--- config.mk ---
export PLATFORM = sky130hd
export DESIGN_NAME = pixport_serializer
export DESIGN_NICKNAME = d
export VERILOG_FILES = /design/src/rtl/pxm_pkg.sv /design/src/rtl/pxm_phase_gen.sv /design/src/rtl/pxm_capture.sv /design/src/rtl/pxm_emit.sv /design/src/rtl/pixport_serializer.sv
export SDC_FILE = /design/constraint.sdc
export NUM_CORES = 1
export LEC_CHECK = 0
export BUFFER_PORTS_ARGS = -buffer_cell sky130_fd_sc_hd__buf_2
export CORE_MARGIN = 3
export CORE_UTILIZATION = 35
export DETAILED_ROUTE_END_ITERATION = 8
export MAX_ROUTING_LAYER = met4
export PLACE_DENSITY = 0.58
export REMOVE_ABC_BUFFERS = 1
export SLEW_MARGIN = 40
export SYNTH_ARGS = -nofsm -noshare
export SYNTH_HDL_FRONTEND = slang
export SYNTH_HIERARCHICAL = 1
export SYNTH_SLANG_ARGS = --single-unit
--- constraint.sdc ---
create_clock -name clk -period 5.6 [get_ports clk]
set_clock_uncertainty 0.05 [all_clocks]
set_input_delay 1.12 -clock clk [delete_from_list [all_inputs] [get_ports clk]]
set_output_delay 1.12 -clock clk [all_outputs]
set_load 0.01 [all_outputs]
--- src/rtl/pxm_pkg.sv ---
package pxm_pkg;

    localparam int SLOTS  = 8;
    localparam int BPC    = 8;
    localparam int PH_W   = $clog2(SLOTS);
    localparam int CAP_PH = SLOTS / 2 - 1;

    typedef logic [PH_W-1:0] phase_t;

    typedef struct packed {
        logic blank;
        logic hsync;
        logic vsync;
        logic csync;
        logic field;
    } vctl_t;

    typedef struct packed {
        logic [BPC-1:0] r;
        logic [BPC-1:0] g;
        logic [BPC-1:0] b;
    } pix_t;

    typedef struct packed {
        logic                  vld;
        vctl_t                 ctl;
        pix_t [SLOTS-1:0]      slot;
    } word_t;

    typedef struct packed {
        logic  first;
        vctl_t ctl;
        pix_t  px;
    } emit_t;

    function automatic logic lo_level(phase_t p);
        return p < phase_t'(SLOTS / 2);
    endfunction

    function automatic phase_t step(phase_t p);
        return phase_t'(p + phase_t'(1));
    endfunction

endpackage

--- src/rtl/pxm_phase_gen.sv ---
module pxm_phase_gen
    import pxm_pkg::*;
(
    input  logic   clk,
    input  logic   rst,
    input  logic   run,
    output phase_t phase_q,
    output phase_t phase_nxt,
    output logic   load_out
);

    logic lo_q;

    assign phase_nxt = run ? step(phase_q) : phase_t'(SLOTS - 1);
    assign load_out  = lo_q;

    always_ff @(posedge clk) begin
        if (rst) begin
            phase_q <= phase_t'(SLOTS - 1);
            lo_q    <= 1'b0;
        end else begin
            phase_q <= phase_nxt;
            lo_q    <= run && lo_level(phase_nxt);
        end
    end

    // running counter advances by one, wrapping
    assert_phase_step_R3: assert property (@(posedge clk) disable iff (rst)
        run |=> phase_q == step($past(phase_q)));

    // held divider parks the phase and silences load_out
    assert_held_park_R2: assert property (@(posedge clk) disable iff (rst)
        !run |=> (phase_q == phase_t'(SLOTS - 1)) && !load_out);

    // load_out rises only at phase 0
    assert_lo_rise_R5: assert property (@(posedge clk) disable iff (rst)
        $rose(load_out) |-> phase_q == '0);

endmodule

--- src/rtl/pxm_capture.sv ---
module pxm_capture
    import pxm_pkg::*;
(
    input  logic                   clk,
    input  logic                   rst,
    input  logic                   run,
    input  phase_t                 phase_q,
    input  logic [SLOTS*BPC-1:0]   red_in,
    input  logic [SLOTS*BPC-1:0]   grn_in,
    input  logic [SLOTS*BPC-1:0]   blu_in,
    input  vctl_t                  ctl_in,
    output word_t                  hold_q
);

    word_t raw;
    word_t cap_q;

    assign raw.vld = 1'b1;
    assign raw.ctl = ctl_in;

    for (genvar k = 0; k < SLOTS; k++) begin : g_slot
        assign raw.slot[k].r = red_in[k*BPC +: BPC];
        assign raw.slot[k].g = grn_in[k*BPC +: BPC];
        assign raw.slot[k].b = blu_in[k*BPC +: BPC];
    end

    always_ff @(posedge clk) begin
        if (rst || !run) begin
            cap_q  <= '0;
            hold_q <= '0;
        end else begin
            if (phase_q == phase_t'(CAP_PH))
                cap_q <= raw;
            if (phase_q == phase_t'(SLOTS - 2))
                hold_q <= cap_q;
        end
    end

    // the holding word only changes at the end of a frame
    assert_hold_frame_R6: assert property (@(posedge clk) disable iff (rst)
        ($past(run) && !$past(rst) && !$stable(hold_q)) |-> phase_q == phase_t'(SLOTS - 1));

endmodule

--- src/rtl/pxm_emit.sv ---
module pxm_emit
    import pxm_pkg::*;
#(
    parameter int OUT_STAGES = 2
) (
    input  logic   clk,
    input  logic   rst,
    input  logic   run,
    input  phase_t phase_q,
    input  phase_t phase_nxt,
    input  word_t  hold_q,
    output emit_t  out
);

    emit_t d0;
    emit_t pipe [OUT_STAGES];
    pix_t  sel;

    assign sel = hold_q.slot[phase_nxt];

    always_comb begin
        d0.first = hold_q.vld && (phase_nxt == '0);
        d0.ctl   = hold_q.vld ? hold_q.ctl : '0;
        d0.px    = (hold_q.vld && !hold_q.ctl.blank) ? sel : '0;
    end

    for (genvar s = 0; s < OUT_STAGES; s++) begin : g_stage
        if (s == 0) begin : g_head
            always_ff @(posedge clk) begin
                if (rst || !run) pipe[0] <= '0;
                else             pipe[0] <= d0;
            end
        end else begin : g_tail
            always_ff @(posedge clk) begin
                if (rst || !run) pipe[s] <= '0;
                else             pipe[s] <= pipe[s-1];
            end
        end
    end

    assign out = pipe[OUT_STAGES-1];

    // slot A leaves the mux while the counter sits at phase 0
    assert_first_phase_R4: assert property (@(posedge clk) disable iff (rst)
        pipe[0].first |-> phase_q == '0);

    // blanked pixels carry no colour
    assert_blank_zero_R8: assert property (@(posedge clk) disable iff (rst)
        out.ctl.blank |-> out.px == '0);

    // a held divider empties the output path
    assert_held_clear_R2: assert property (@(posedge clk) disable iff (rst)
        !run |=> (pipe[0] == '0) && (out == '0));

endmodule

--- src/rtl/pixport_serializer.sv ---
module pixport_serializer
    import pxm_pkg::*;
#(
    parameter int OUT_STAGES = 2
) (
    input  logic                 clk,
    input  logic                 rst,
    input  logic                 div_run,
    input  logic [SLOTS*BPC-1:0] px_red_in,
    input  logic [SLOTS*BPC-1:0] px_grn_in,
    input  logic [SLOTS*BPC-1:0] px_blu_in,
    input  logic                 blank_in,
    input  logic                 hsync_in,
    input  logic                 vsync_in,
    input  logic                 csync_in,
    input  logic                 field_in,
    output logic                 load_out,
    output logic [BPC-1:0]       pix_red,
    output logic [BPC-1:0]       pix_grn,
    output logic [BPC-1:0]       pix_blu,
    output logic                 pix_first,
    output logic                 blank_out,
    output logic                 hsync_out,
    output logic                 vsync_out,
    output logic                 csync_out,
    output logic                 field_out
);

    phase_t phase_q;
    phase_t phase_nxt;
    vctl_t  ctl_in;
    word_t  hold_q;
    emit_t  emit;

    assign ctl_in = '{blank: blank_in, hsync: hsync_in, vsync: vsync_in,
                      csync: csync_in, field: field_in};

    pxm_phase_gen u_phase (
        .clk       (clk),
        .rst       (rst),
        .run       (div_run),
        .phase_q   (phase_q),
        .phase_nxt (phase_nxt),
        .load_out  (load_out)
    );

    pxm_capture u_cap (
        .clk     (clk),
        .rst     (rst),
        .run     (div_run),
        .phase_q (phase_q),
        .red_in  (px_red_in),
        .grn_in  (px_grn_in),
        .blu_in  (px_blu_in),
        .ctl_in  (ctl_in),
        .hold_q  (hold_q)
    );

    pxm_emit #(.OUT_STAGES(OUT_STAGES)) u_emit (
        .clk       (clk),
        .rst       (rst),
        .run       (div_run),
        .phase_q   (phase_q),
        .phase_nxt (phase_nxt),
        .hold_q    (hold_q),
        .out       (emit)
    );

    assign pix_red   = emit.px.r;
    assign pix_grn   = emit.px.g;
    assign pix_blu   = emit.px.b;
    assign pix_first = emit.first;
    assign blank_out = emit.ctl.blank;
    assign hsync_out = emit.ctl.hsync;
    assign vsync_out = emit.ctl.vsync;
    assign csync_out = emit.ctl.csync;
    assign field_out = emit.ctl.field;

endmodule

==> summary.md, run 1 <==
* aggregate routed wire length: 48200 µm
* routability congestion estimate from global placement: 0.688
* outcome: finished, final reports clean
* first-pass iteration count of the detailed router: 5
* flop and latch count out of synthesis: 460
* CP startpoint kind: input pin
* switching share of power: 22.6%
* pre-CTS worst setup slack: 2.10 ns
* CTS tree: done
* number of maximum-capacitance violations: 0
* Worst Min Path Start: u_emit/pipe[0][28]
* netlist area before placement: 0.0204 mm²
* Worst-Margin Slew: 0.918 ns
* endpoint of the worst register-to-register path: u_cap/cap_q[71]
* sort of element at the end of the critical path: flop
* commonest non-fill, non-tap cells in the layout: sky130_fd_sc_hd__nand3b_1 (595), sky130_fd_sc_hd__dfxtp_1 (460), sky130_fd_sc_hd__mux2i_1 (395)
* maximum fanout along the worst path: 95
* global route overflow: 0
* horizontal extent of the die: 247 µm
* number of hold buffers added after cts: 0
* static leakage: 8.19 nW
* TritonCTS sink count: 460
* area taken by multi-input logic gates: 0.0101 mm²
* Final Hold Violating Endpoints: 0
* post-detailed-route count of antenna-violating nets: 0
* area of the placeable core: 0.0569 mm²
* Syn Area/Cell: 11.5 µm²
* Port Buf Inserts: 230
* post-CTS setup buffer count: 0
* Post-Syn Instances: 1771
* ant diodes: 0
* clock group share of total power: 46.4%
* H-tree depth reported by CTS: 2
* count of distinct cell types in the synthesized netlist: 28
* RSZ-0062 raised after global routing: no
* YS warnings: 6
* clock transition at the register clock pins on the worst setup and hold paths after CTS: 0.06 ns
* final design instance area without fill: 0.0235 mm²
* aggregate global-route resource usage: 15.8%
* overall die area: 0.0611 mm²
* share of power burned in registers: 45.6%
* Post-layout nets: 2078
* final-report max-slew violation count: 0
* library cell used as clock root buffer: sky130_fd_sc_hd__clkbuf_16
* I/O pin cnt: 231
* type of the most critical hold path: flop to flop
* internal power contribution: 5.62 mW
* quantity of gates resized following cts: 0
* crit path DAT: 3.33 ns
* number of setup violations in the final report: 0
* Register-to-Register Path Depth: 4
* most common cell after layout, fill and taps aside: sky130_fd_sc_hd__nand3b_1
* number of antenna violations at the first check in global routing: 0
* PnR worst setup slack: 2.73 ns
* Relative slew margins: 38.8%
* via count of the first global-routing pass: 13728
* final worst-path cycle share: 51.3%
* Residual DRC: 0
* Via-to-Cell Ratio: 5.12
* wire length per cell after detailed routing: 18.1 µm
* # fillers: 5484
* P&R area growth vs syn: 15.3%
* total number of vias: 13661
* final critical delay including setup and external delays: 2.87 ns
* share of cells above drive strength 1: 19.5%
* global-route wire length before repair: 75900 µm
* sw power: 1.64 mW
* origin of the critical flop-to-flop path: u_phase/phase_q[0]
* Max Clock Freq: 348 MHz
* detailed placement HPWL: 27400 µm
* area occupied by registers: 0.00921 mm²
* insertion delay of the later-clocked pin in the worst-skew pair: 0.57 ns
* combinational cell fraction of total power: 8.0%
* TritonCTS Buffers: 51
* largest net degree at the start of global routing: 214
* Worst EP required: 6.06 ns
* vertical extent of the die: 247 µm
* worst reg2reg setup slack: 3.24 ns
* worst setup path start: div_run
* worst setup path endpoint: u_emit/pipe[0][23]
* part of the Yosys area used for sequential elements: 45.2%
* row cnt: 87
* initial core utilization: 35.8%
* buffer depth of the longest clock path: 3
* CP Class: input pin to flop
* cell area power density: 309 mW/mm²
* placed inst area: 0.0217 mm²
* IR Drop Worst-Case VDD: 0.190 mV
* number of DRC markers in iteration 0: 885
==> layout make-up <==
| cell class | instances | share of cell area [%] |
|---|---|---|
| Multi-Input combinational cell | 1113 | 43.1 |
| Sequential cell | 460 | 39.2 |
| Timing Repair Buffer | 250 | 6.46 |
| Clock buffer | 76 | 6.36 |
| Tap cell | 756 | 4.03 |
| Clock inverter | 10 | 0.762 |
| Inverter | 1 | 0.0160 |
==> cell families (layout without fill, tap and decap cells) <==
family / Yosys count / in the layout / synth area share [%]
adder cells (fa/ha/maj): 1 / 1 / 0.0614
AO/OA/AOI/OAI: 25 / 25 / 1.08
flip-flops: 460 / 460 / 45.2
multiplexers: 443 / 443 / 24.8
XOR/XNOR: 1 / 1 / 0.0430
buffers and inverters: 198 / 337 / 5.32
AND/OR/NAND/NOR: 643 / 643 / 23.5
==> per-layer routing <==
metal | up-vias | part of all wire [%] | global-route usage (%) | wire [µm]
met5 | - | 0 | - | 0
met4 | 0 | 1.7 | 3.90 | 813
met3 | 57 | 3.6 | 2.13 | 1730
met2 | 209 | 47 | 25.0 | 22400
met1 | 6734 | 48 | 21.3 | 23200
li1 | 6661 | - | - | -
==> power groups by stage <==
stage                     Clock [mW]  Sequential [mW]  Combinational [mW]
after detailed placement           0             3.38               0.581
after global routing            3.60             3.31               0.623
after CTS                       3.48             3.31               0.582
after global placement             0             3.38               0.564
after floorplan                    0             3.38               0.408
final                           3.37             3.31               0.579
==> through the flow <==
stage	util, %	cells	hold WS, ns	TNS (ns)	total power [mW]
after floorplan	-	1574	0.356	-754.86	3.79
after global routing	41.2	2666	0.394	0	7.53
after detailed placement	38.1	2577	0.363	0	3.96
after CTS	41.1	2663	0.372	0	7.37
final	41.2	2666	0.367	0	7.26
after global placement	38.0	2574	0.359	0	3.95
==> worst max-delay path: stages <==
cell and delay (ns):
sky130_fd_sc_hd__buf_8 0.46, sky130_fd_sc_hd__nor2b_4 0.27, sky130_fd_sc_hd__buf_4 0.47, sky130_fd_sc_hd__nor4bb_4 0.39
sky130_fd_sc_hd__buf_4 0.35, sky130_fd_sc_hd__a22o_1 0.17
==> synthesized netlist by cell type (all sizes together) <==
cell type / number / area (µm²)
a22o: 24 / 210
nand2b: 1 / 8.76
and3: 5 / 31.3
nor2b: 1 / 6.26
ha: 1 / 12.5
nor4bb: 1 / 10.0
and4b: 1 / 10.0
clkbuf: 126 / 474
inv: 1 / 3.75
nand3b: 595 / 4470
o211a: 1 / 10.0
mux2i: 395 / 3950
mux4: 48 / 1100
or2: 2 / 12.5
and2: 30 / 188
nor4: 1 / 6.26
dfxtp: 460 / 9210
xnor2: 1 / 8.76
and3b: 3 / 26.3
buf: 71 / 604
nand2: 3 / 13.8
==> how the worst min path moves through the flow <==
stage,endpoint,slack (ns),cells after the start
floorplan,u_emit/pipe[1][0],0.36,1
global placement,u_emit/pipe[1][4],0.36,1
detailed placement,u_emit/pipe[1][28],0.36,1
CTS,u_emit/pipe[1][28],0.37,1
global route,u_emit/pipe[1][27],0.39,1
finish,u_emit/pipe[1][28],0.37,1
==> state kept, by name, summed over array words and instances (netlist names) <==
| signal | count |
|---|---|
| u_emit/pipe | 60 |
| u_cap/hold_q | 198 |
| u_phase/phase_q | 3 |
| u_cap/cap_q | 198 |
| u_phase/load_out | 1 |
Note: power is estimated with default switching activity, not from simulation.
==> inputs of run 2 (changes only) <==
ABC_AREA = 1   (was default)
clock period = 2.7 ns   (was 5.6 ns; I/O delays follow)
==> run 2 against run 1 <==
  * Synthesized cell count up 87%
  * Total power is 120% higher
  * Worst hold slack worse by 0.24 ns
  * Critical path depth rose by 3
  * Register-to-register slack got worse by 2.6 ns
  * Global-route usage rose by 0.20 points
  * Cell area grew 1.4%
==> summary.md, run 2 <==
* CTS tree: done
* number of antenna violations at the first check in global routing: 0
* maximum fanout along the worst path: 22
* final worst-path cycle share: 76.1%
* post-CTS setup buffer count: 0
* aggregate global-route resource usage: 16.0%
* largest net degree at the start of global routing: 215
* number of flops mapped to enable cells by yosys: 0
* static leakage: 13.0 nW
* Relative slew margins: 53.6%
* clock transition at the register clock pins on the worst setup and hold paths after CTS: 0.06 ns
* area fraction in compound gates after synthesis: 0.0369%
* crit path DAT: 2.51 ns
* type of the most critical hold path: input pin to flop
* area of the placeable core: 0.0569 mm²
* main combinational cell family by area after synthesis: simple AND/OR/NAND/NOR gates
* top-area cell type share of the netlist area: 45.3%
* part of the Yosys area used for sequential elements: 45.3%
* total number of vias: 17297
* netlist area before placement: 0.0203 mm²
* top area cells in the synthesized netlist: sky130_fd_sc_hd__dfxtp_1 (45%), sky130_fd_sc_hd__nand2_1 (19%), sky130_fd_sc_hd__nor2_1 (16%)
* share of the synthesized netlist area taken by xor and xnor gates: 0%
* global-route wire length before repair: 78000 µm
* cell with the most instances after synthesis: sky130_fd_sc_hd__nand2_1
* library cell used as clock root buffer: sky130_fd_sc_hd__clkbuf_16
* wire length per cell after detailed routing: 11.3 µm
* Port Buf Inserts: 230
* most common cell after layout, fill and taps aside: sky130_fd_sc_hd__nand2_1
* number of setup violations in the final report: 0
* CP startpoint kind: flop
* count of placed standard cells in the final layout, fillers left out: 4247
* Max Clock Freq: 487 MHz
* P&R area growth vs syn: 17.1%
* I/O pin cnt: 231
* Syn Area/Cell: 6.15 µm²
* commonest non-fill, non-tap cells in the layout: sky130_fd_sc_hd__nand2_1 (1032), sky130_fd_sc_hd__nor2_1 (873), sky130_fd_sc_hd__inv_1 (631)
* share of cells above drive strength 1: 10.4%
* RSZ-0062 raised after global routing: no
* Final Hold Violating Endpoints: 0
* utilization of the core after routing: 41.8%
* Residual DRC: 0
* post-route setup TNS: 0 ns
* aggregate routed wire length: 47800 µm
* cell area power density: 659 mW/mm²
* H-tree depth reported by CTS: 2
* flop and latch count out of synthesis: 460
* Worst-Margin Slew: 0.695 ns
* IR Drop Worst-Case VDD: 0.419 mV
* sort of element at the end of the critical path: flop
* Post-Synth Simple-Gate Area: 38.6%
* Post-layout nets: 3653
* number of instances in the placed design: 4154
* Top Registers: u_cap/cap_q (198), u_cap/hold_q (198), u_emit/pipe (60)
* fraction of synthesized area in multiplexers: 0%
* post-detailed-route count of antenna-violating nets: 0
* Via-to-Cell Ratio: 4.07
* top flip-flop cell by instance count after synthesis: sky130_fd_sc_hd__dfxtp_1
* final-report max-slew violation count: 0
* YS warnings: 6
* PnR worst setup slack: 0.646 ns
* initial core utilization: 35.7%
* fraction of the mapped netlist area in adder cells: 0.0615%
* number of hold buffers added after cts: 0
* insertion delay of the later-clocked pin in the worst-skew pair: 0.58 ns
* Post-Syn Instances: 3306
* final critical delay including setup and external delays: 2.05 ns
* most used standard cells in the synthesized netlist: sky130_fd_sc_hd__nand2_1 (1034), sky130_fd_sc_hd__nor2_1 (873), sky130_fd_sc_hd__inv_1 (632)
* first-pass iteration count of the detailed router: 5
* quantity of gates resized following cts: 0
* number of maximum-capacitance violations: 0
* number of DRC markers in iteration 0: 930
* overall die area: 0.0610 mm²
* row cnt: 87
* pre-CTS worst setup slack: 0.642 ns
* TritonCTS sink count: 460
* routability congestion estimate from global placement: 0.768
* detailed placement HPWL: 30100 µm
* outcome: finished, final reports clean
* vertical extent of the die: 247 µm
* via count of the first global-routing pass: 15638
* count of distinct cell types in the synthesized netlist: 19
* TritonCTS Buffers: 51
* horizontal extent of the die: 247 µm
* Async S/R FF share, synth: 0%
* global route overflow: 0
* CP Class: flop to flop
* dominant cell type by area after synthesis: sky130_fd_sc_hd__dfxtp_1
* buffer depth of the longest clock path: 3
* Worst EP required: 3.15 ns
* ant diodes: 0
## run 2: changes by cell type in the layout (fill, tap and decap cells not counted), sizes merged, moves of 14 or more
| cell | delta |
|---|---|
| a22o | -24 |
| and2 | -30 |
| buf | +14 |
| inv | +632 |
| mux2i | -395 |
| mux4 | -48 |
| nand2 | +1032 |
| nand3 | +125 |
| nand3b | -595 |
| nor2 | +877 |
## run 2: critical path: stages, from the launching register on
cell and delay [ns]:
sky130_fd_sc_hd__dfxtp_1 0.47, sky130_fd_sc_hd__ha_1 0.28, sky130_fd_sc_hd__inv_1 0.08, sky130_fd_sc_hd__nand2_2 0.06, sky130_fd_sc_hd__inv_2 0.27, sky130_fd_sc_hd__buf_4 0.36, sky130_fd_sc_hd__nand3_1 0.13, sky130_fd_sc_hd__nand3_1 0.08
sky130_fd_sc_hd__nand2_1 0.08, sky130_fd_sc_hd__nor2_1 0.11
## run 2: routing by layer
metal / vias up / global-route usage, % / share of wire, %
met5: - / - / 0
met4: 0 / 4.52 / 2.0
met3: 72 / 2.20 / 3.9
met2: 242 / 24.5 / 44
met1: 7368 / 22.0 / 50
li1: 9615 / - / -
## run 2: logic make-up after synthesis
logic type               count (synthesis)
AND/OR/NAND/NOR                       2039
buffers and inverters                  805
flip-flops                             460
AO/OA/AOI/OAI                            1
adder cells (fa/ha/maj)                  1
## run 2: where the power goes
group / leakage [nW] / switching (mW) / total (mW) / internal, mW
logic: 8.38 / 0.982 / 1.51 / 0.526
registers: 3.72 / 0.0941 / 7.06 / 6.97
clock network: 0.871 / 2.80 / 7.12 / 4.32
## run 2: stage by stage
stage                     hold slack [ns]  power [mW]  cell area, µm²
after floorplan                     0.344        8.47           19500
after global placement              0.348        8.74           22000
after detailed placement            0.347        8.73           22000
after CTS                          0.0837        16.0           23800
after global routing                0.117        16.5           23800
final                               0.125        15.7           23800
## run 2: worst paths after layout
path	from	to	slack [ns]	cells after the start
setup / recovery	u_phase/phase_q[0]	u_emit/pipe[0][15]	0.65	9
hold / removal	px_red_in[51]	u_cap/cap_q[163]	0.13	3
setup reg to reg	u_phase/phase_q[0]	u_emit/pipe[0][15]	0.65	9
hold reg to reg	u_emit/pipe[0][24]	u_emit/pipe[1][24]	0.36	2
## run 2: layout make-up
type	count	area, µm²
inverter	634	2380
clock buffer	75	1580
multi-input combinational	2041	7910
timing repair buffer	264	1610
clock inverter	17	173
tap	756	946
fill	6207	33100
sequential	460	9210
